### src/rtl/rxfc_pkg.sv
package rxfc_pkg;

   localparam int unsigned CFG_ADDR    = 0;
   localparam int unsigned PAIR_BASE   = 4;
   localparam int unsigned PAIR_STRIDE = 12;
   localparam int unsigned OVR_BIT     = 31;
   localparam int unsigned WDATA_W     = 32;

   typedef enum logic [1:0] {
      FLD_LOW   = 2'd0,
      FLD_HIGH  = 2'd1,
      FLD_ALLOC = 2'd2
   } pair_field_e;

   function automatic int unsigned field_addr(int unsigned pair, pair_field_e fld);
      return PAIR_BASE + PAIR_STRIDE * pair + 4 * int'(fld);
   endfunction

endpackage

### src/rtl/rxfc_reg_decode.sv
module rxfc_reg_decode
   import rxfc_pkg::*;
#(
   parameter int unsigned NUM_PAIRS = 4,
   parameter int unsigned ADDR_W    = 8
) (
   input  logic                 wr_i,
   input  logic [ADDR_W-1:0]    addr_i,
   output logic                 cfg_we_o,
   output logic [NUM_PAIRS-1:0] low_we_o,
   output logic [NUM_PAIRS-1:0] high_we_o,
   output logic [NUM_PAIRS-1:0] alloc_we_o
);

   localparam int unsigned LAST_ADDR = field_addr(NUM_PAIRS - 1, FLD_ALLOC);

   if (LAST_ADDR >= (1 << ADDR_W)) begin : g_addr_chk
      $fatal(1, "ADDR_W too narrow for NUM_PAIRS register map");
   end

   assign cfg_we_o = wr_i && (addr_i == ADDR_W'(CFG_ADDR));

   for (genvar p = 0; p < NUM_PAIRS; p++) begin : g_pair
      localparam logic [ADDR_W-1:0] LOW_A   = ADDR_W'(field_addr(p, FLD_LOW));
      localparam logic [ADDR_W-1:0] HIGH_A  = ADDR_W'(field_addr(p, FLD_HIGH));
      localparam logic [ADDR_W-1:0] ALLOC_A = ADDR_W'(field_addr(p, FLD_ALLOC));
      assign low_we_o[p]   = wr_i && (addr_i == LOW_A);
      assign high_we_o[p]  = wr_i && (addr_i == HIGH_A);
      assign alloc_we_o[p] = wr_i && (addr_i == ALLOC_A);
   end

   always_comb begin
      assert_onehot_strobe_R1 : assert ($onehot0({cfg_we_o, low_we_o, high_we_o, alloc_we_o}))
         else $error("more than one register selected by one write");
   end

endmodule

### src/rtl/rxfc_credit_ctr.sv
module rxfc_credit_ctr #(
   parameter int unsigned CNT_W = 8
) (
   input  logic             clk_i,
   input  logic             rst_ni,
   input  logic             add_i,
   input  logic [CNT_W-1:0] add_amt_i,
   input  logic [1:0]       dec_i,
   output logic [CNT_W-1:0] cnt_o,
   output logic [CNT_W-1:0] cnt_next_o
);

   localparam int unsigned EXT_W = CNT_W + 3;
   localparam logic [CNT_W-1:0] CNT_MAX = {CNT_W{1'b1}};

   if (CNT_W < 2 || CNT_W > 30) begin : g_w_chk
      $fatal(1, "CNT_W must be in 2..30");
   end

   logic [CNT_W-1:0]        cnt_q;
   logic signed [EXT_W-1:0] net;
   logic [CNT_W-1:0]        amt;

   assign amt = add_i ? add_amt_i : '0;

   always_comb begin
      net = $signed({3'b000, cnt_q}) + $signed({3'b000, amt}) - $signed({{(EXT_W-2){1'b0}}, dec_i});
      if (net < 0)
         cnt_next_o = '0;
      else if (net > $signed({3'b000, CNT_MAX}))
         cnt_next_o = CNT_MAX;
      else
         cnt_next_o = net[CNT_W-1:0];
   end

   always_ff @(posedge clk_i or negedge rst_ni) begin
      if (!rst_ni) cnt_q <= '0;
      else         cnt_q <= cnt_next_o;
   end

   assign cnt_o = cnt_q;

   assert_add_exact_R3 : assert property (@(posedge clk_i) disable iff (!rst_ni)
      (add_i && dec_i == 2'd0 && ({1'b0, cnt_q} + {1'b0, add_amt_i} <= {1'b0, CNT_MAX}))
      |=> (cnt_q == $past(cnt_q) + $past(add_amt_i)))
      else $error("allocation not added exactly");

   assert_no_underflow_R4 : assert property (@(posedge clk_i) disable iff (!rst_ni)
      (!add_i && dec_i != 2'd0 && cnt_q == '0) |=> (cnt_q == '0))
      else $error("count wrapped below zero");

   assert_dec_one_R4 : assert property (@(posedge clk_i) disable iff (!rst_ni)
      (!add_i && dec_i == 2'd1 && cnt_q != '0) |=> (cnt_q == $past(cnt_q) - 1'b1))
      else $error("consume did not lower count by one");

   assert_no_overflow_R4 : assert property (@(posedge clk_i) disable iff (!rst_ni)
      (add_i && dec_i == 2'd0 && cnt_q == CNT_MAX) |=> (cnt_q == CNT_MAX))
      else $error("count wrapped above maximum");

endmodule

### src/rtl/rxfc_pause_ctl.sv
module rxfc_pause_ctl #(
   parameter int unsigned CNT_W      = 8,
   parameter bit          HYSTERESIS = 1'b1
) (
   input  logic             clk_i,
   input  logic             rst_ni,
   input  logic             en_i,
   input  logic             ovr_i,
   input  logic [CNT_W-1:0] low_i,
   input  logic [CNT_W-1:0] high_i,
   input  logic [CNT_W-1:0] cnt_next_i,
   output logic             pause_o
);

   logic pause_q;
   logic pause_d;
   logic active;

   assign active = en_i && !ovr_i;

   if (HYSTERESIS) begin : g_hyst
      always_comb begin
         pause_d = pause_q;
         if (!active)                 pause_d = 1'b0;
         else if (cnt_next_i < low_i) pause_d = 1'b1;
         else if (cnt_next_i >= high_i) pause_d = 1'b0;
      end
   end else begin : g_plain
      logic unused_high;
      assign unused_high = ^high_i;
      always_comb pause_d = active && (cnt_next_i < low_i);
   end

   always_ff @(posedge clk_i or negedge rst_ni) begin
      if (!rst_ni) pause_q <= 1'b0;
      else         pause_q <= pause_d;
   end

   assign pause_o = pause_q;

   assert_idle_when_off_R7 : assert property (@(posedge clk_i) disable iff (!rst_ni)
      !en_i |=> !pause_o)
      else $error("pause raised while flow control disabled");

   if (HYSTERESIS) begin : g_hyst_chk
      assert_band_hold_R6 : assert property (@(posedge clk_i) disable iff (!rst_ni)
         (active && cnt_next_i >= low_i && cnt_next_i < high_i) |=> (pause_o == $past(pause_o)))
         else $error("pause changed inside the hysteresis band");
   end

endmodule

### src/rtl/rxfc_credit_unit.sv
module rxfc_credit_unit
   import rxfc_pkg::*;
#(
   parameter int unsigned NUM_PAIRS  = 4,
   parameter int unsigned CNT_W      = 8,
   parameter int unsigned ADDR_W     = 8,
   parameter bit          HYSTERESIS = 1'b1
) (
   input  logic                       clk_i,
   input  logic                       rst_ni,
   input  logic                       reg_wr_i,
   input  logic [ADDR_W-1:0]          reg_addr_i,
   input  logic [31:0]                reg_wdata_i,
   input  logic [2*NUM_PAIRS-1:0]     buf_used_i,
   output logic [NUM_PAIRS-1:0]       pause_o,
   output logic [NUM_PAIRS*CNT_W-1:0] credit_o
);

   localparam int unsigned NUM_CHANS = 2 * NUM_PAIRS;

   if (NUM_PAIRS < 1 || NUM_PAIRS > 30) begin : g_np_chk
      $fatal(1, "NUM_PAIRS must be in 1..30");
   end
   if (NUM_CHANS != 2 * NUM_PAIRS) begin : g_nc_chk
      $fatal(1, "channel count mismatch");
   end

   logic                 cfg_we;
   logic [NUM_PAIRS-1:0] low_we, high_we, alloc_we;
   logic [NUM_PAIRS-1:0] fc_en_q;
   logic                 ovr_set;

   assign ovr_set = reg_wdata_i[OVR_BIT];

   rxfc_reg_decode #(.NUM_PAIRS(NUM_PAIRS), .ADDR_W(ADDR_W)) u_dec (
      .wr_i       (reg_wr_i),
      .addr_i     (reg_addr_i),
      .cfg_we_o   (cfg_we),
      .low_we_o   (low_we),
      .high_we_o  (high_we),
      .alloc_we_o (alloc_we)
   );

   always_ff @(posedge clk_i or negedge rst_ni) begin
      if (!rst_ni)     fc_en_q <= '0;
      else if (cfg_we) fc_en_q <= reg_wdata_i[NUM_PAIRS:1];
   end

   for (genvar p = 0; p < NUM_PAIRS; p++) begin : g_pair
      logic [CNT_W-1:0] low_q, high_q;
      logic             ovr_q;
      logic [CNT_W-1:0] cnt, cnt_next;
      logic [1:0]       dec;
      logic             add;

      always_ff @(posedge clk_i or negedge rst_ni) begin
         if (!rst_ni) begin
            low_q  <= '0;
            high_q <= '0;
            ovr_q  <= 1'b0;
         end else begin
            if (low_we[p])   low_q  <= reg_wdata_i[CNT_W-1:0];
            if (high_we[p])  high_q <= reg_wdata_i[CNT_W-1:0];
            if (alloc_we[p]) ovr_q  <= ovr_set;
         end
      end

      assign add = alloc_we[p] && !ovr_set;
      assign dec = {1'b0, buf_used_i[2*p]} + {1'b0, buf_used_i[2*p+1]};

      rxfc_credit_ctr #(.CNT_W(CNT_W)) u_ctr (
         .clk_i      (clk_i),
         .rst_ni     (rst_ni),
         .add_i      (add),
         .add_amt_i  (reg_wdata_i[CNT_W-1:0]),
         .dec_i      (dec),
         .cnt_o      (cnt),
         .cnt_next_o (cnt_next)
      );

      rxfc_pause_ctl #(.CNT_W(CNT_W), .HYSTERESIS(HYSTERESIS)) u_pause (
         .clk_i      (clk_i),
         .rst_ni     (rst_ni),
         .en_i       (fc_en_q[p]),
         .ovr_i      (ovr_q),
         .low_i      (low_q),
         .high_i     (high_q),
         .cnt_next_i (cnt_next),
         .pause_o    (pause_o[p])
      );

      assign credit_o[p*CNT_W +: CNT_W] = cnt;

      assert_override_blocks_R8 : assert property (@(posedge clk_i) disable iff (!rst_ni)
         ovr_q |=> !pause_o[p])
         else $error("pause raised while override set");

      assert_override_no_add_R8 : assert property (@(posedge clk_i) disable iff (!rst_ni)
         (alloc_we[p] && ovr_set && dec == 2'd0) |=> $stable(cnt))
         else $error("override write changed the count");
   end

endmodule

### config.mk
export PLATFORM = sky130hd
export DESIGN_NAME = rxfc_credit_unit
export DESIGN_NICKNAME = d
export VERILOG_FILES = /design/src/rtl/rxfc_pkg.sv /design/src/rtl/rxfc_reg_decode.sv /design/src/rtl/rxfc_credit_ctr.sv /design/src/rtl/rxfc_pause_ctl.sv /design/src/rtl/rxfc_credit_unit.sv
export SDC_FILE = /design/constraint.sdc
export NUM_CORES = 1
export LEC_CHECK = 0
export BUFFER_PORTS_ARGS = -buffer_cell sky130_fd_sc_hd__buf_2
export CORE_ASPECT_RATIO = 0.5
export CORE_UTILIZATION = 35
export CTS_CLUSTER_SIZE = 25
export DETAILED_ROUTE_END_ITERATION = 8
export GPL_TIMING_DRIVEN = 0
export PLACE_DENSITY = 0.59
export SETUP_SLACK_MARGIN = 0.2
export SLEW_MARGIN = 20
export SYNTH_ARGS = -nofsm -noshare
export SYNTH_HDL_FRONTEND = slang
export SYNTH_SLANG_ARGS = --single-unit
export TNS_END_PERCENT = 20
### constraint.sdc
create_clock -name clk_i -period 8.6 [get_ports clk_i]
set_input_delay 1.72 -clock clk_i [delete_from_list [all_inputs] [get_ports clk_i]]
set_output_delay 1.72 -clock clk_i [all_outputs]
set_load 0.1 [all_outputs]
After elaboration in Yosys (flattened, before gate mapping)
Index checks and enable logic that the tools add are counted.
- flip-flop bits (word level): 108
- input port bits: 51
- output and inout port bits: 36
- logic and storage cells: 116
- add/subtract/negate cells: 12
- order comparisons: 16
- equal/unequal tests: 16
- mux-type cells: 24
- reductions and logical operators: 27
- operators with widths (kind ; number):
    8-bit 2-to-1 mux ; 12
    11-bit by 9-bit > comparator with 1-bit output (second input constant) ; 4
    11-bit by 1-bit < comparator with 1-bit output (second input constant) ; 4
    8-bit by 6-bit equality test with 1-bit output (second input constant) ; 5
    9-bit by 2-bit subtractor with 10-bit output ; 4
    8-bit by 8-bit adder with 9-bit output ; 4
    8-bit by 5-bit equality test with 1-bit output (second input constant) ; 4
    8-bit greater-or-equal comparator ; 4
    8-bit < comparator ; 4
    1-bit logical AND ; 21
    8-bit by 4-bit equality test with 1-bit output (second input constant) ; 2
    1-bit 2-to-1 mux ; 12
    3-bit inequality test (second input constant) ; 4
    1-bit by 1-bit adder with 2-bit output ; 4
    8-bit by 3-bit equality test with 1-bit output (second input constant) ; 1
    8-bit zero test ; 1
    1-bit zero test ; 5

Longest topological paths before layout
Gate-level depths: netlist of run 1.
- depth in word-level cells: 13
- mapped depth: 23
- gate-level depth less buffers: 23

Modules after synthesis
A second synthesis of run 1 with hierarchy kept.
- cell total of the unflattened synthesis: 794
- area, all modules: 8267.9 sq um
- by module, submodules not included (module ; times used ; cells each ; area each (sq um) ; seq. area each (sq um)):
    rxfc_credit_unit ; 1 ; 160 ; 3017.9 ; 1801.7
    rxfc_credit_ctr at g_pair[1].u_ctr ... ; 2 ; 101 ; 862.1 ; 200.2
    rxfc_credit_ctr at g_pair[0].u_ctr ... ; 2 ; 101 ; 855.8 ; 200.2
    rxfc_pause_ctl ; 4 ; 52 ; 409.1 ; 25.0
    rxfc_reg_decode ; 1 ; 22 ; 177.7 ; 0.0

Worst setup path after synthesis of run 1
No wires, ideal clock.
- path kind: input-to-reg
- start: input port reg_addr_i[2]
- end: register g_pair[1].u_pause.pause_q
- data arrival time: 6.870 ns
- required time: 8.523 ns
- slack: 1.653 ns
- stages: 20
- buffers on the path: 0
- cell sequence: or4b_1 > or3_1 > nor2_1 > and2_1 > fa_1 > inv_1 > fa_1 > nor3b_1 > fa_1 > a21oi_1 > a2bb2oi_1 > and3_1 > nor3_1 > a21boi_0 > nor2_1 > ha_1 > and4_1 > a2111oi_0 > nand2_1 > o21ai_1
- word-level cells in the longest chain between the ends: 12
- elaborated cells on any way between the ends: 15
- those cells by class: add/sub: 2; order compare: 4; eq/ne: 2; mux: 5; reduce/logical: 2
- ends and longest elaborated chain (item ; line ; RTL):
    start: declaration ; rxfc_credit_unit.sv:12 ; input logic [ADDR_W-1:0] reg_addr_i,
    8-bit by 5-bit equality test with 1-bit output * ; rxfc_reg_decode.sv:29 ; assign alloc_we_o[p] = wr_i && (addr_i == ALLOC_A);
    1-bit logical AND * ; rxfc_reg_decode.sv:29 ;
    1-bit logical AND * ; rxfc_credit_unit.sv:68 ; assign add = alloc_we[p] && !ovr_set;
    8-bit 2-to-1 mux * ; rxfc_credit_ctr.sv:24 ; assign amt = add_i ? add_amt_i : '0;
    8-bit by 8-bit adder with 9-bit output * ; rxfc_credit_ctr.sv:27 ; net = $signed({3'b000, cnt_q}) + $signed({3'b000, amt}) - $signed({{(EXT_W-2){1'b0}}, dec_i});
    9-bit by 2-bit subtractor with 10-bit output * ; rxfc_credit_ctr.sv:27 ;
    11-bit by 9-bit > comparator with 1-bit output ; rxfc_credit_ctr.sv:30 ; else if (net > $signed({3'b000, CNT_MAX}))
    8-bit 2-to-1 mux ; rxfc_credit_ctr.sv:30 ;
    8-bit 2-to-1 mux * ; rxfc_credit_ctr.sv:28 ; if (net < 0)
    named net g_pair[1].cnt_next[5] ; rxfc_credit_unit.sv:52 ; logic [CNT_W-1:0] cnt, cnt_next;
    8-bit < comparator ; rxfc_pause_ctl.sv:25 ; else if (cnt_next_i < low_i) pause_d = 1'b1;
    1-bit 2-to-1 mux ; rxfc_pause_ctl.sv:25 ;
    1-bit 2-to-1 mux ; rxfc_pause_ctl.sv:24 ; if (!active) pause_d = 1'b0;
    end signal: assignment ; rxfc_pause_ctl.sv:36 ; else pause_q <= pause_d;
    end: declaration ; rxfc_pause_ctl.sv:15 ; logic pause_q;
The timed path passes the listed nets; every way through them passes the cells marked *.
A chain may end at the register's enable or synchronous reset.

Final worst setup path of run 1
Ends and elaborated chain as after synthesis.

==> impl_results.md, run 1 <==
- Die height: about 110 um
- Worst-margin pin slew: around 1100 ps
- Vias in the first global route: a little over 6000
- Routed len/inst: 14.9 um
- Antenna Nets Post-Route: 0
- HPWL after DPL: around 15 mm
- Startpoint types: primary input
- Crit Path Class: in2reg
- Routed vias: approximately 6200
- Slowest CP cell: nor3_1
- Post CTS Setup Buffer Count: 0
- Async SR Flop Fraction: between 90% and 100%
- Remaining Overflow, GRT: 0
- Total Wirelength: between 15 and 20 mm
- DRC viols: 0
- Synth Net Count: 1067
- DRT Pass-1 Iters: 4
- Die X: 215 um
- Commonest non-fill, non-tap cells in the layout: inv_1 (167), ha_1 (116), dfrtp_1 (108), nand2_1 (100), o21ai_0 (72)
- Top cell type's share of synthesized area: around a third
- RSZ-0062 raised after global routing: no
- Core Util, Final: approximately two fifths
- Final nets: 1142
- Initial core utilization: a little over a third
- Ports: 87
- Post-synth design cell area: 7930 um^2
- Crit path buffers/inverters: 2
- Area Overhead vs Synth: 13.0%
- Setup Viol. Count Final: 0
- EDFF count, synth: 0
- Register area share after synthesis: 34.1%
- Worst-skew pair later-pin latency: ~360 ps
- Share of cells above drive strength 1: between 10% and 20%
- TNS Setup: 0 ps
- Crit Path Max Fanout: 9
- Final Wtd Congestion: about 0.85
- Post_cts resized: 0
- CTS buffer count: 9
- Total global-route track usage: around 17%
- Port bufs: 63
- Final slew viol count: 0
- CTS Buffer Depth: 2
- Synth cell types: 72
- Root Buffer: clkbuf_16
- Worst Skew: 7.32 ps
- Main synth FF type: dfrtp_1
- Final worst-path cycle share: 88.8%
- # clock sinks: 108
- Avg Cell Area, Syn: a little under 9 um^2
- Max-cap viol count: 0
- #FFs+latches synth: 108
- Synth warn: 0
- CTS tree: yes
- First-pass GRT wire length: 31.6 mm
- FP Rows: 38
- Initial antenna violation count: 0
- Crit. End Element: register
- Fmax: 131 MHz
- Cells after Synth: 888
- Die area: 23300 um^2
- CP peak stage delay: 780 ps
- CTS hold repair buffers: 0
- 1st-iter DRT viols: about 380
- Min Tclk post-route: 7630 ps
- Max_slew headroom: 27.1%
- Worst path required time: 8890 ps
- Pre-CTS setup slack: 667 ps
- Pin count of the biggest net entering global routing: between 70 and 80
- Critical path arrival: between 7000 and 8000 ps
- Ranking of synthesized cells by area: dfrtp_1 (34%), ha_1 (18%), inv_1 (7.9%)
- H-Tree Depth: 3
- Post-DR vias/cell: approximately 4.9
- Final worst slack: between 900 and 1000 ps
- Commonest non-fill, non-tap cell in the layout: inv_1
- Reg clk slew, reported paths: 70 ps
- Status: complete, no violations
- Most frequent CP cell: fa_1
- Antenna diodes: 0
- Family with the most delay on the worst path: simple AND/OR/NAND/NOR gates
- Post-synth top area cell: dfrtp_1
- HP Class: reg2reg
- Core area: 22000 um^2
- Critical path, cell by cell: buf_2 > or4b_1 > or3_1 > nor2_1 > and2_1 > fa_1 > inv_1 > fa_1 > nor3b_1 > fa_1 > a21oi_1 > a2bb2oi_1 > and3_1 > nor3_1 > a21boi_0 > nor2_1 > ha_1 > and4_1 > a2111oi_0 > nand2_1 > o21ai_1
- Final Hold Fails: 0
==> per-layer routing <==
layer / vias to the layer above / GRT usage (%) / share of wire [%]
met5: - / 0 / 0
met4: 0 / 3.52 / 0.85
met3: 12 / 2.59 / 2.2
met2: 54 / 28.8 / 45
met1: 2979 / 24.0 / 52
li1: 3127 / - / -
==> area by class of cell <==
class / count / area, um^2
multi-input combinational: 591 / 4510
inverter: 168 / 631
clock inverter: 3 / 45.0
tap: 300 / 375
fill: 2196 / 13000
timing repair buffer: 64 / 349
sequential: 108 / 2700
clock buffer: 13 / 260
buffer: 21 / 93.8
==> state kept, by name, summed over array words and instances (netlist names) <==
name	cells
g_pair.low_q	32
g_pair.u_ctr.cnt_o	32
g_pair.ovr_q	4
g_pair.high_q	32
g_pair.u_pause.pause_o	4
fc_en_q	4
==> through the flow <==
stage          cells  hold WS [ps]  area, um^2
4_1_cts         1268           504        8960
6_report        1268           502        8960
3_3_place_gp    1251           478        8620
2_1_floorplan    888           470        7930
5_1_grt         1268           540        8960
3_5_place_dp    1252           486        8660
==> kinds of logic after synthesis <==
| kind of cell | share of synthesized area (%) |
|---|---|
| adders and majority gates | 21.3 |
| muxes | 2.26 |
| buffers and inverters | 9.13 |
| and+or+nand+nor | 13.9 |
| DFF | 34.1 |
| AOI/OAI and AO/OA | 16.1 |
| xor gates and xnor gates | 3.20 |
==> Yosys cell counts (3+ instances only) <==
library cell and instances:
inv_1 167, ha_1 116, dfrtp_1 108, nand2_1 100, o21ai_0 72, a21oi_1 39
nor2_1 36, a21o_1 20, clkbuf_1 17, nand2b_1 17, o21a_1 15, xnor2_1 15
mux2_2 14, xor2_1 14, fa_1 12, nor2b_1 10, a211oi_1 7, nor3_1 7
and2_1 6, and3_1 5, o211ai_1 5, or3_1 5, a31oi_1 4, buf_4 4
and4_1 3, nand3_1 3, nand3b_1 3
==> path summary, 6_finish.rpt <==
kind / depth (start not counted) / slack (ps) / end / start
max: 21 / 970 / g_pair[1].u_pause.pause_o / reg_addr_i[2]
min: 1 / 500 / g_pair[3].low_q[0] / g_pair[3].low_q[0]
max reg2reg: 17 / 3890 / g_pair[3].u_pause.pause_o / g_pair[3].u_ctr.cnt_o[0]
min reg2reg: 1 / 500 / g_pair[3].low_q[0] / g_pair[3].low_q[0]
max in group asynchronous: 2 / 6660 / g_pair[2].u_ctr.cnt_o[7] / rst_ni
min in group asynchronous: 1 / 1250 / g_pair[3].high_q[6] / rst_ni
Power of run 1 is not shown: default switching activity piles up to over one toggle a cycle in this logic, so the estimate is an artifact.
==> inputs of run 2 (changes only) <==
--- a/config.mk
+++ b/config.mk
@@ -11,7 +11,7 @@
 export CTS_CLUSTER_SIZE = 25
 export DETAILED_ROUTE_END_ITERATION = 8
 export GPL_TIMING_DRIVEN = 0
-export PLACE_DENSITY = 0.59
+export PLACE_DENSITY = 0.61
 export SETUP_SLACK_MARGIN = 0.2
 export SLEW_MARGIN = 20
 export SYNTH_ARGS = -nofsm -noshare
==> constraint.sdc (replaced) <==
create_clock -name clk_i -period 6.2 [get_ports clk_i]
set_input_delay 1.24 -clock clk_i [delete_from_list [all_inputs] [get_ports clk_i]]
set_output_delay 1.24 -clock clk_i [all_outputs]
set_load 0.1 [all_outputs]
==> run 2 against run 1 <==
Against the previous run: utilization is 3.1 points higher; critical path type unchanged; setup slack lost 820 ps; highest routed layer unchanged; sequential share of layout area fell by 2.1 points; first-iteration DRC count shrank 16%.
==> impl_results.md, run 2 (synthesis gave the netlist of run 1 again) <==
- M2 GR Usage: 30.4% (+1.6 points)
- Core area: 22000 um^2 (unchanged)
- Initial antenna violation count: 0 (unchanged)
- DRT Pass-1 Iters: 4 (unchanged)
- GR Util met3: 2.87% (+0.28 points)
- Setup Viol. Count Final: 0 (unchanged)
- Final worst slack: 144 ps (-823 ps)
- Non-filler cells in the finished layout: 1294 (+2.1%)
- DRC viols: 0 (unchanged)
- Crit path buffers/inverters: 2 (unchanged)
- HP Class: reg2reg
- 1st-iter DRT viols: 315 (-16%)
- Worst path required time: 6440 ps (-2450 ps)
- Vias in the first global route: 6471 (+4.4%)
- Remaining Overflow, GRT: 0 (unchanged)
- Crit. End Element: register
- Status: complete, no violations
- Commonest non-fill, non-tap cell in the layout: inv_1
- Pin count of the biggest net entering global routing: 75 (-1.3%)
- Crit Path Class: in2reg
- Die X: 215 um (unchanged)
- Antenna diodes: 0 (unchanged)
- Worst-skew pair later-pin latency: 350 ps (about the same)
- RSZ-0062 raised after global routing: yes
- FP Rows: 38 (unchanged)
- Worst Skew: 5.44 ps (-1.89 ps)
- Post-DR vias/cell: 4.92 (+1.1%)
- Final Wtd Congestion: 0.856 (+0.94%)
- Met1 usage: 24.0% (-0.043 points)
- Max-cap viol count: 0 (unchanged)
- Share of cells above drive strength 1: 20.2% (+9.0 points)
- CTS buffer count: 9 (unchanged)
- Die area: 23300 um^2 (unchanged)
- Fmax: 165 MHz
- # clock sinks: 108 (unchanged)
- First-pass GRT wire length: 32.6 mm (+3.2%)
- Family with the most delay on the worst path: simple AND/OR/NAND/NOR gates
- H-Tree Depth: 3 (unchanged)
- Routed len/inst: 15.2 um (+2.0%)
- CTS tree: yes
- Reg clk slew, reported paths: 70 ps (about the same)
- Startpoint types: primary input
- Placed Instances: 1252 (unchanged)
- CP peak stage delay: 550 ps (-230 ps)
- Port bufs: 63 (unchanged)
- Area Overhead vs Synth: 21.6%
- Final slew viol count: 0 (unchanged)
- Initial core utilization: 36.1% (unchanged)
- Die height: 108 um (unchanged)
- Total Wirelength: 19.7 mm (+4.1%)
- HPWL after DPL: 14.6 mm (about the same)
- Final nets: 1168 (+2.3%)
- Critical path arrival: 6300 ps (-1620 ps)
- Min Tclk post-route: 6060 ps
- Crit Path Max Fanout: 5 (-4)
- Routed vias: 6367 (+3.2%)
- Max_slew headroom: 38.5% (+11 points)
- Worst-margin pin slew: 922 ps (-172 ps)
- GR peak layer: met2
- Total global-route track usage: 17.8% (+0.45 points)
- Ports: 87 (unchanged)
- Pre-CTS setup slack: -944 ps (-1610 ps)
- Slowest CP cell: or4_4
- Final Hold Fails: 0 (unchanged)
- Critical path, cell by cell: buf_2 > or4_4 > nor2b_1 > nand2_1 > nor2_4 > and2_4 > fa_1 > inv_1 > fa_1 > nor2_2 > fa_2 > a211oi_2 > o21bai_1 > o311a_1 > nor2_4 > xor2_4 > a21oi_4 > ha_4 > o211a_1 > o2111ai_1 > o21a_1 > or3_4 > nor4_2 > nor2_1
- Final worst-path cycle share: just under 100%
- Antenna Nets Post-Route: 0 (unchanged)
- CTS hold repair buffers: 0 (unchanged)
- Root Buffer: clkbuf_16
- Commonest non-fill, non-tap cells in the layout: inv_1 (167), ha_1 (113), dfrtp_1 (108), nand2_1 (100), o21ai_0 (69)
- CTS Buffer Depth: 2 (unchanged)
==> run 2: cell types whose count changed in the layout (fill, tap and decap cells not counted), sizes merged <==
cell	previous run	this run
buf	68	94
clkbuf	30	29
clkinv	0	2
clkinvlp	2	1
==> run 2: final cells by class <==
| class | count | area [um^2] |
|---|---|---|
| Clock buffer | 12 | 256 |
| Clock inverter | 4 | 47.5 |
| Multi-Input combinational cell | 591 | 4980 |
| Timing Repair Buffer | 90 | 561 |
| Fill cell | 2120 | 12300 |
| Sequential cell | 108 | 2700 |
| Inverter | 168 | 631 |
| Buffer | 21 | 95.1 |
| Tap cell | 300 | 375 |
==> run 2: layer usage <==
layer  wire (um)  vias to the layer above
met5           0                        -
met4         166                        0
met3         571                       15
met2        9230                       82
met1        9720                     3092
li1            -                     3178
==> run 2: final timing paths <==
check / cells after the start / slack [ps] / to / from
min: 1 / 510 / g_pair[0].ovr_q / g_pair[0].ovr_q
max in group asynchronous: 2 / 4730 / g_pair[0].high_q[7] / rst_ni
max reg2reg: 17 / 1960 / g_pair[3].u_pause.pause_o / g_pair[3].u_ctr.cnt_o[0]
min reg2reg: 1 / 510 / g_pair[0].ovr_q / g_pair[0].ovr_q
min in group asynchronous: 1 / 770 / g_pair[3].u_ctr.cnt_o[5] / rst_ni
max: 24 / 140 / g_pair[3].u_pause.pause_o / reg_addr_i[2]
==> run 2: through the flow <==
step / area (um^2) / utilization [%] / hold WS (ps) / TNS, ps
CTS: 9570 / 43.6 / 508 / 0
global route: 9640 / 43.9 / 532 / -125
floorplan: 8030 / - / 470 / 0
detailed placement: 8750 / 39.8 / 489 / -2870
global placement: 8720 / 39.7 / 479 / -2610
finish: 9640 / 43.9 / 506 / 0
==> run 2: what timing repair did <==
item	CTS	global route
setup endpoints to repair	4	4
pin swaps	44	6
buffers inserted	26	0
gates resized for setup	61	15
Power of run 2 is left out for the same reason.
